===== src/rtl/ac_pkg.sv =====
package ac_pkg;
    localparam int DATA_W    = 32;
    localparam int NUM_WORDS = 11;
    localparam int IDX_CC    = 0;   // codec control
    localparam int IDX_RSV   = 7;   // reserved hole
    localparam int IDX_DNC   = 4;   // playback control
    localparam int IDX_UPC   = 8;   // capture control
    localparam int BIT_REQ   = 0;
    localparam int BIT_DIR   = 1;

    typedef logic [DATA_W-1:0] word_t;
endpackage


===== src/rtl/ac_decode.sv =====
module ac_decode #(
    parameter int ADDR_W = 8,
    localparam int IDX_W = ADDR_W - 2
) (
    input  logic [ADDR_W-1:0] addr,
    input  logic [3:0]        be,
    output logic [IDX_W-1:0]  idx,
    output logic              hit
);
    import ac_pkg::*;

    logic legal_shape;
    logic in_map;

    always_comb begin
        idx         = addr[ADDR_W-1:2];
        legal_shape = (be == 4'hF) && (addr[1:0] == 2'b00);
        in_map      = (idx < IDX_W'(NUM_WORDS)) && (idx != IDX_W'(IDX_RSV));
        hit         = legal_shape && in_map;
    end
endmodule


===== src/rtl/ac_irq_pulse.sv =====
module ac_irq_pulse (
    input  logic clk,
    input  logic rst_n,
    input  logic fire,
    input  logic dir_wr,
    output logic pulse_req,
    output logic pulse_rep
);
    typedef struct packed {
        logic req;
        logic rep;
    } pulse_t;

    pulse_t p_d, p_q;

    always_comb begin
        p_d.req = fire &&  dir_wr;
        p_d.rep = fire && !dir_wr;
    end

    always_ff @(posedge clk or negedge rst_n) begin
        if (!rst_n) p_q <= '0;
        else        p_q <= p_d;
    end

    assign pulse_req = p_q.req;
    assign pulse_rep = p_q.rep;
endmodule


===== src/rtl/ac_codec_regs.sv =====
module ac_codec_regs #(
    parameter int ADDR_W = 8
) (
    input  logic              clk,
    input  logic              rst_n,
    input  logic              bus_valid,
    input  logic              bus_we,
    input  logic [ADDR_W-1:0] bus_addr,
    input  logic [3:0]        bus_be,
    input  logic [31:0]       bus_wdata,
    output logic              rd_valid,
    output logic [31:0]       rd_data,
    output logic              irq_request,
    output logic              irq_reply,
    output logic              dn_enable,
    output logic              up_enable
);
    import ac_pkg::*;

    localparam int IDX_W = ADDR_W - 2;

    typedef struct packed {
        logic [NUM_WORDS-1:0][DATA_W-1:0] regs;
        logic [DATA_W-1:0]                rdat;
        logic                             rvld;
    } state_t;

    state_t st_d, st_q;

    logic [IDX_W-1:0] acc_idx;
    logic             acc_hit;
    logic             req_fire;

    ac_decode #(.ADDR_W(ADDR_W)) u_dec (
        .addr (bus_addr),
        .be   (bus_be),
        .idx  (acc_idx),
        .hit  (acc_hit)
    );

    always_comb begin
        st_d      = st_q;
        st_d.rvld = bus_valid && !bus_we;
        st_d.rdat = '0;
        req_fire  = 1'b0;
        for (int i = 0; i < NUM_WORDS; i++) begin
            if (bus_valid && acc_hit && (acc_idx == IDX_W'(i))) begin
                if (bus_we) begin
                    if (i == IDX_CC) begin
                        st_d.regs[i]          = bus_wdata;
                        st_d.regs[i][BIT_REQ] = 1'b0;
                        req_fire              = bus_wdata[BIT_REQ];
                    end else begin
                        st_d.regs[i] = bus_wdata;
                    end
                end else begin
                    st_d.rdat = st_q.regs[i];
                end
            end
        end
    end

    always_ff @(posedge clk or negedge rst_n) begin
        if (!rst_n) st_q <= '0;
        else        st_q <= st_d;
    end

    ac_irq_pulse u_irq (
        .clk       (clk),
        .rst_n     (rst_n),
        .fire      (req_fire),
        .dir_wr    (bus_wdata[BIT_DIR]),
        .pulse_req (irq_request),
        .pulse_rep (irq_reply)
    );

    assign rd_valid  = st_q.rvld;
    assign rd_data   = st_q.rdat;
    assign dn_enable = st_q.regs[IDX_DNC][0];
    assign up_enable = st_q.regs[IDX_UPC][0];
endmodule


===== config.mk =====
export PLATFORM = sky130hd
export DESIGN_NAME = ac_codec_regs
export DESIGN_NICKNAME = d
export VERILOG_FILES = /design/src/rtl/ac_pkg.sv /design/src/rtl/ac_decode.sv /design/src/rtl/ac_irq_pulse.sv /design/src/rtl/ac_codec_regs.sv
export SDC_FILE = /design/constraint.sdc
export NUM_CORES = 1
export LEC_CHECK = 0
export BUFFER_PORTS_ARGS = -buffer_cell sky130_fd_sc_hd__buf_2
export CAP_MARGIN = 20
export CORE_MARGIN = 1.5
export CORE_UTILIZATION = 50
export CTS_CLUSTER_DIAMETER = 50
export DETAILED_ROUTE_END_ITERATION = 6
export GPL_ROUTABILITY_DRIVEN = 1
export HOLD_SLACK_MARGIN = 0.08
export PLACE_DENSITY = 0.7
export SETUP_SLACK_MARGIN = 0.5
export SLEW_MARGIN = 20
export SYNTH_ARGS = -nofsm -noshare
export SYNTH_HDL_FRONTEND = slang
export SYNTH_SLANG_ARGS = --single-unit

===== constraint.sdc =====
create_clock -name clk -period 1.25 [get_ports clk]
set_clock_uncertainty 0.1 [all_clocks]
set_input_delay 0.25 -clock clk [delete_from_list [all_inputs] [get_ports clk]]
set_output_delay 0.25 -clock clk [all_outputs]
set_load 0.02 [all_outputs]

==> out/results.tsv <==
stage	metric	value	unit
layout	most common cell after layout, fill and taps aside	dfrtp_1	
sta	Slew HR	62.0	%
synthesis	syn_area_per_cell	13.6	sq um
power	Flop pwr share	44.0	%
setup_path	family with the most delay on the worst path	buffers and inverters	
grt	first-pass GRT wire length	74500	um
power	Comb power frac	5.1	%
synthesis	sequential cell area fraction in the yosys report	54.6	%
place	I/O Buffers	84	
synthesis	library cells used by synthesis	52	
synthesis	syn_nets	1238	
clock_network	clk buf depth	3	
layout	leading cell types in the layout, fill and taps excluded	354 x dfrtp_1, 263 x mux2_4, 131 x buf_4	
floorplanning	Starting Density	51.1	%
layout	Synth-to-Final Area Change	37.4	%
setup_path	Largest stage delay, worst path	0.34	ns
grt	pin count of the biggest net entering global routing	51	
synthesis	flops & latches, synth	354	
grt	GR Util All Layers	29.1	%
setup_path	worst path arrival time	2.42	ns
sta	Slew Viols, Final	0	
synthesis	Post-synth EDFFs	0	
routing	routed wire length	50000	um
setup_path	Setup CP Type	input pin to flip-flop	
sta	hold slack final	-0.560	ns
routing	routed vias/inst	6.25	
setup_path	most frequent CP cell	buf_4	
clock_network	clk slew on worst S/H paths	0.06	ns
routing	via count	11532	
power	Pleak	10.6	nW
setup_path	Worst setup EP type	flip-flop	
routing	DR iter-0 viols	789	
clock_network	clk_lat worst skew	0.54	ns
grt	Remaining Overflow, GRT	0	
sta	post-route setup TNS	-256.61	ns
power	total power per unit cell area	1170	mW/mm^2
synthesis	simple-gate share of the synthesized area	4.37	%
routing	Final ANT Viol Nets	0	
place	post-DP HPWL	27400	um
sta	highest clock rate	489	MHz
floorplanning	Core ar.	0.0317	sq mm
power	Pint	0.0202	W
synthesis	Synth Cell Area	0.0162	sq mm
synthesis	Gate Count Post-Synth	1190	
sta	fin crit period	2.04	ns
power	total net switching power	0.00584	W
setup_path	critical path peak fanout	11	
synthesis	Adder-Cell Fraction of Synth Area	0	%
power	Clock power frac	50.9	%
setup_path	Crit path required time	1.62	ns
setup_path	Worst path slowest cell	nor4_2	
synthesis	synth warn	0	
setup_path	critical-path cell list	buf_2 > nand4b_1 > buf_4 > nor4_1 > buf_4 > o211ai_1 > buf_4 > nor4_2 > buf_4 > o22a_1	
floorplanning	die area	0.0335	sq mm
routing	Pre-antenna DRT Iters	5	
floorplanning	Die Y	183	um
sta	fin crit share	163	%
synthesis	top_reg_cell synth	dfrtp_1	
grt	vias in the first global route	12334	
sta	final-report hold violation count	337	
floorplanning	Rows	65	
power	Sw Ratio	22.4	%
floorplanning	Die X	183	um
flow_run	Max-cap violations	0	
place	routability cong.	0.849	
layout	layout cells sized above 1	57.4	%
synthesis	Async SR Flop Fraction	100	%
setup_path	Crit path buffers/inverters	5	
synthesis	post-synthesis compound-gate area fraction	8.03	%
layout	nets	1456	
clock_network	H-tree depth	2	
sta	RSZ-0062 raised after global routing	yes	
clock_network	TritonCTS buffer count	42	
routing	DRC	0	
min_path	min-delay worst type	input pin to async pin	
clock_network	Root Driver	clkbuf_16	
sta	setup violators final	390	
routing	post-DR wirelength/cell	27.1	um
floorplanning	Top Ports	85	
clock_network	clk sinks	354	
setup_path	CP Launch Type	input pin	
sta	setup ws final	-0.794	ns
run_status	violated checks	hold timing, setup timing	
power	Peak VDD IR	0.00113	V
place	pre-CTS setup slack	-1.40	ns
run_status	outcome	finished with violations	
clock_network	clock tree from TritonCTS	yes	
sta	Slew @ Worst Pin	0.569	ns
synthesis	post-synthesis mux area share	27.9	%
synthesis	area share of xor/xnor cells in the synthesized design	0	%
grt	initial antenna violation count	2	
synthesis	largest family of logic cells by synthesized area	multiplexers	
## flip-flops by register name, indices dropped and copies added (netlist names)
signal,cells
u_irq.pulse_rep,1
u_irq.pulse_req,1
rd_valid,1
st_q,317
dn_enable,1
rd_data,32
up_enable,1
## path summary, 6_finish.rpt
check                              from              end  slack, ns  depth (start not counted)
max                         bus_addr[1]      rd_data[17]      -0.79                         10
min                               rst_n      rd_data[10]      -0.56                          1
max reg2reg                    st_q[94]      rd_data[29]      -0.43                          6
min reg2reg                    st_q[44]         st_q[44]       0.39                          1
max in group asynchronous         rst_n         st_q[47]       0.46                          3
min in group clk           bus_wdata[1]  u_irq.pulse_rep      -0.06                          2
## Yosys cell counts, drive strengths merged (11+ instances only)
library cell	instances	share of area [%]
nor4	19	1.3
a21oi	42	1.3
o21ai	13	0.42
nor2	31	0.72
a31oi	11	0.42
mux2	361	25
mux4	19	2.6
nand2	32	0.74
o22ai	33	1.3
dfrtp	354	55
a31o	11	0.59
clkbuf	39	0.90
a221oi	20	1.1
buf	108	4.1
## timing repair
item,in CTS,in global routing
setup buffers,23,1
hold buffers,5,1
endpoints found under the hold margin,675,647
pin swaps,12,10
endpoints found under the setup margin,390,405
resized for setup,236,135
cloned,15,6
## power groups by stage
stage          combinational (W)  clock (W)  sequential [W]
2_1_floorplan           0.000463          0          0.0117
3_3_place_gp             0.00120          0          0.0117
3_5_place_dp             0.00121          0          0.0117
4_1_cts                  0.00128     0.0133          0.0115
5_1_grt                  0.00142     0.0138          0.0115
6_report                 0.00133     0.0132          0.0115
## logic make-up (layout without fill, tap and decap cells)
family                 count (synthesis)  count (layout)
DFF                                  354             354
and+or+nand+nor                      117             118
AOI/OAI and AO/OA                    186             186
muxes                                383             383
buffers and inverters                150             400
other                                  0               1
## per-stage QoR
step | total power (W) | instance area [sq um] | utilization (%) | instances | hold slack [ns]
after floorplan | 0.0121 | 16900 | - | 1190 | -0.146
after global routing | 0.0267 | 22300 | 70.3 | 1843 | -0.554
final | 0.0260 | 22300 | 70.3 | 1844 | -0.560
after CTS | 0.0261 | 21600 | 68.2 | 1837 | -0.554
after global placement | 0.0129 | 18700 | 58.9 | 1717 | 0.0111
after detailed placement | 0.0129 | 18700 | 58.9 | 1717 | 0.00975
## per-layer routing
| layer | global-route usage, % | wire length, um | vias to the layer above |
|---|---|---|---|
| met5 | 1.78 | 91 | - |
| li1 | - | - | 4795 |
| met1 | 38.7 | 21000 | 6071 |
| met3 | 5.22 | 2760 | 155 |
| met4 | 12.3 | 2310 | 4 |
| met2 | 47.1 | 23800 | 507 |
## area by class of cell
| cell class | count | area, sq um |
|---|---|---|
| clock buffer | 55 | 1200 |
| antenna | 1 | 2.50 |
| clock inverter | 22 | 312 |
| sequential | 354 | 8860 |
| timing repair buffer | 320 | 3570 |
| tap | 402 | 503 |
| multi-input combinational | 687 | 7830 |
| fill | 1980 | 9430 |
| inverter | 3 | 11.3 |
Power figures use the tool's default switching activity.
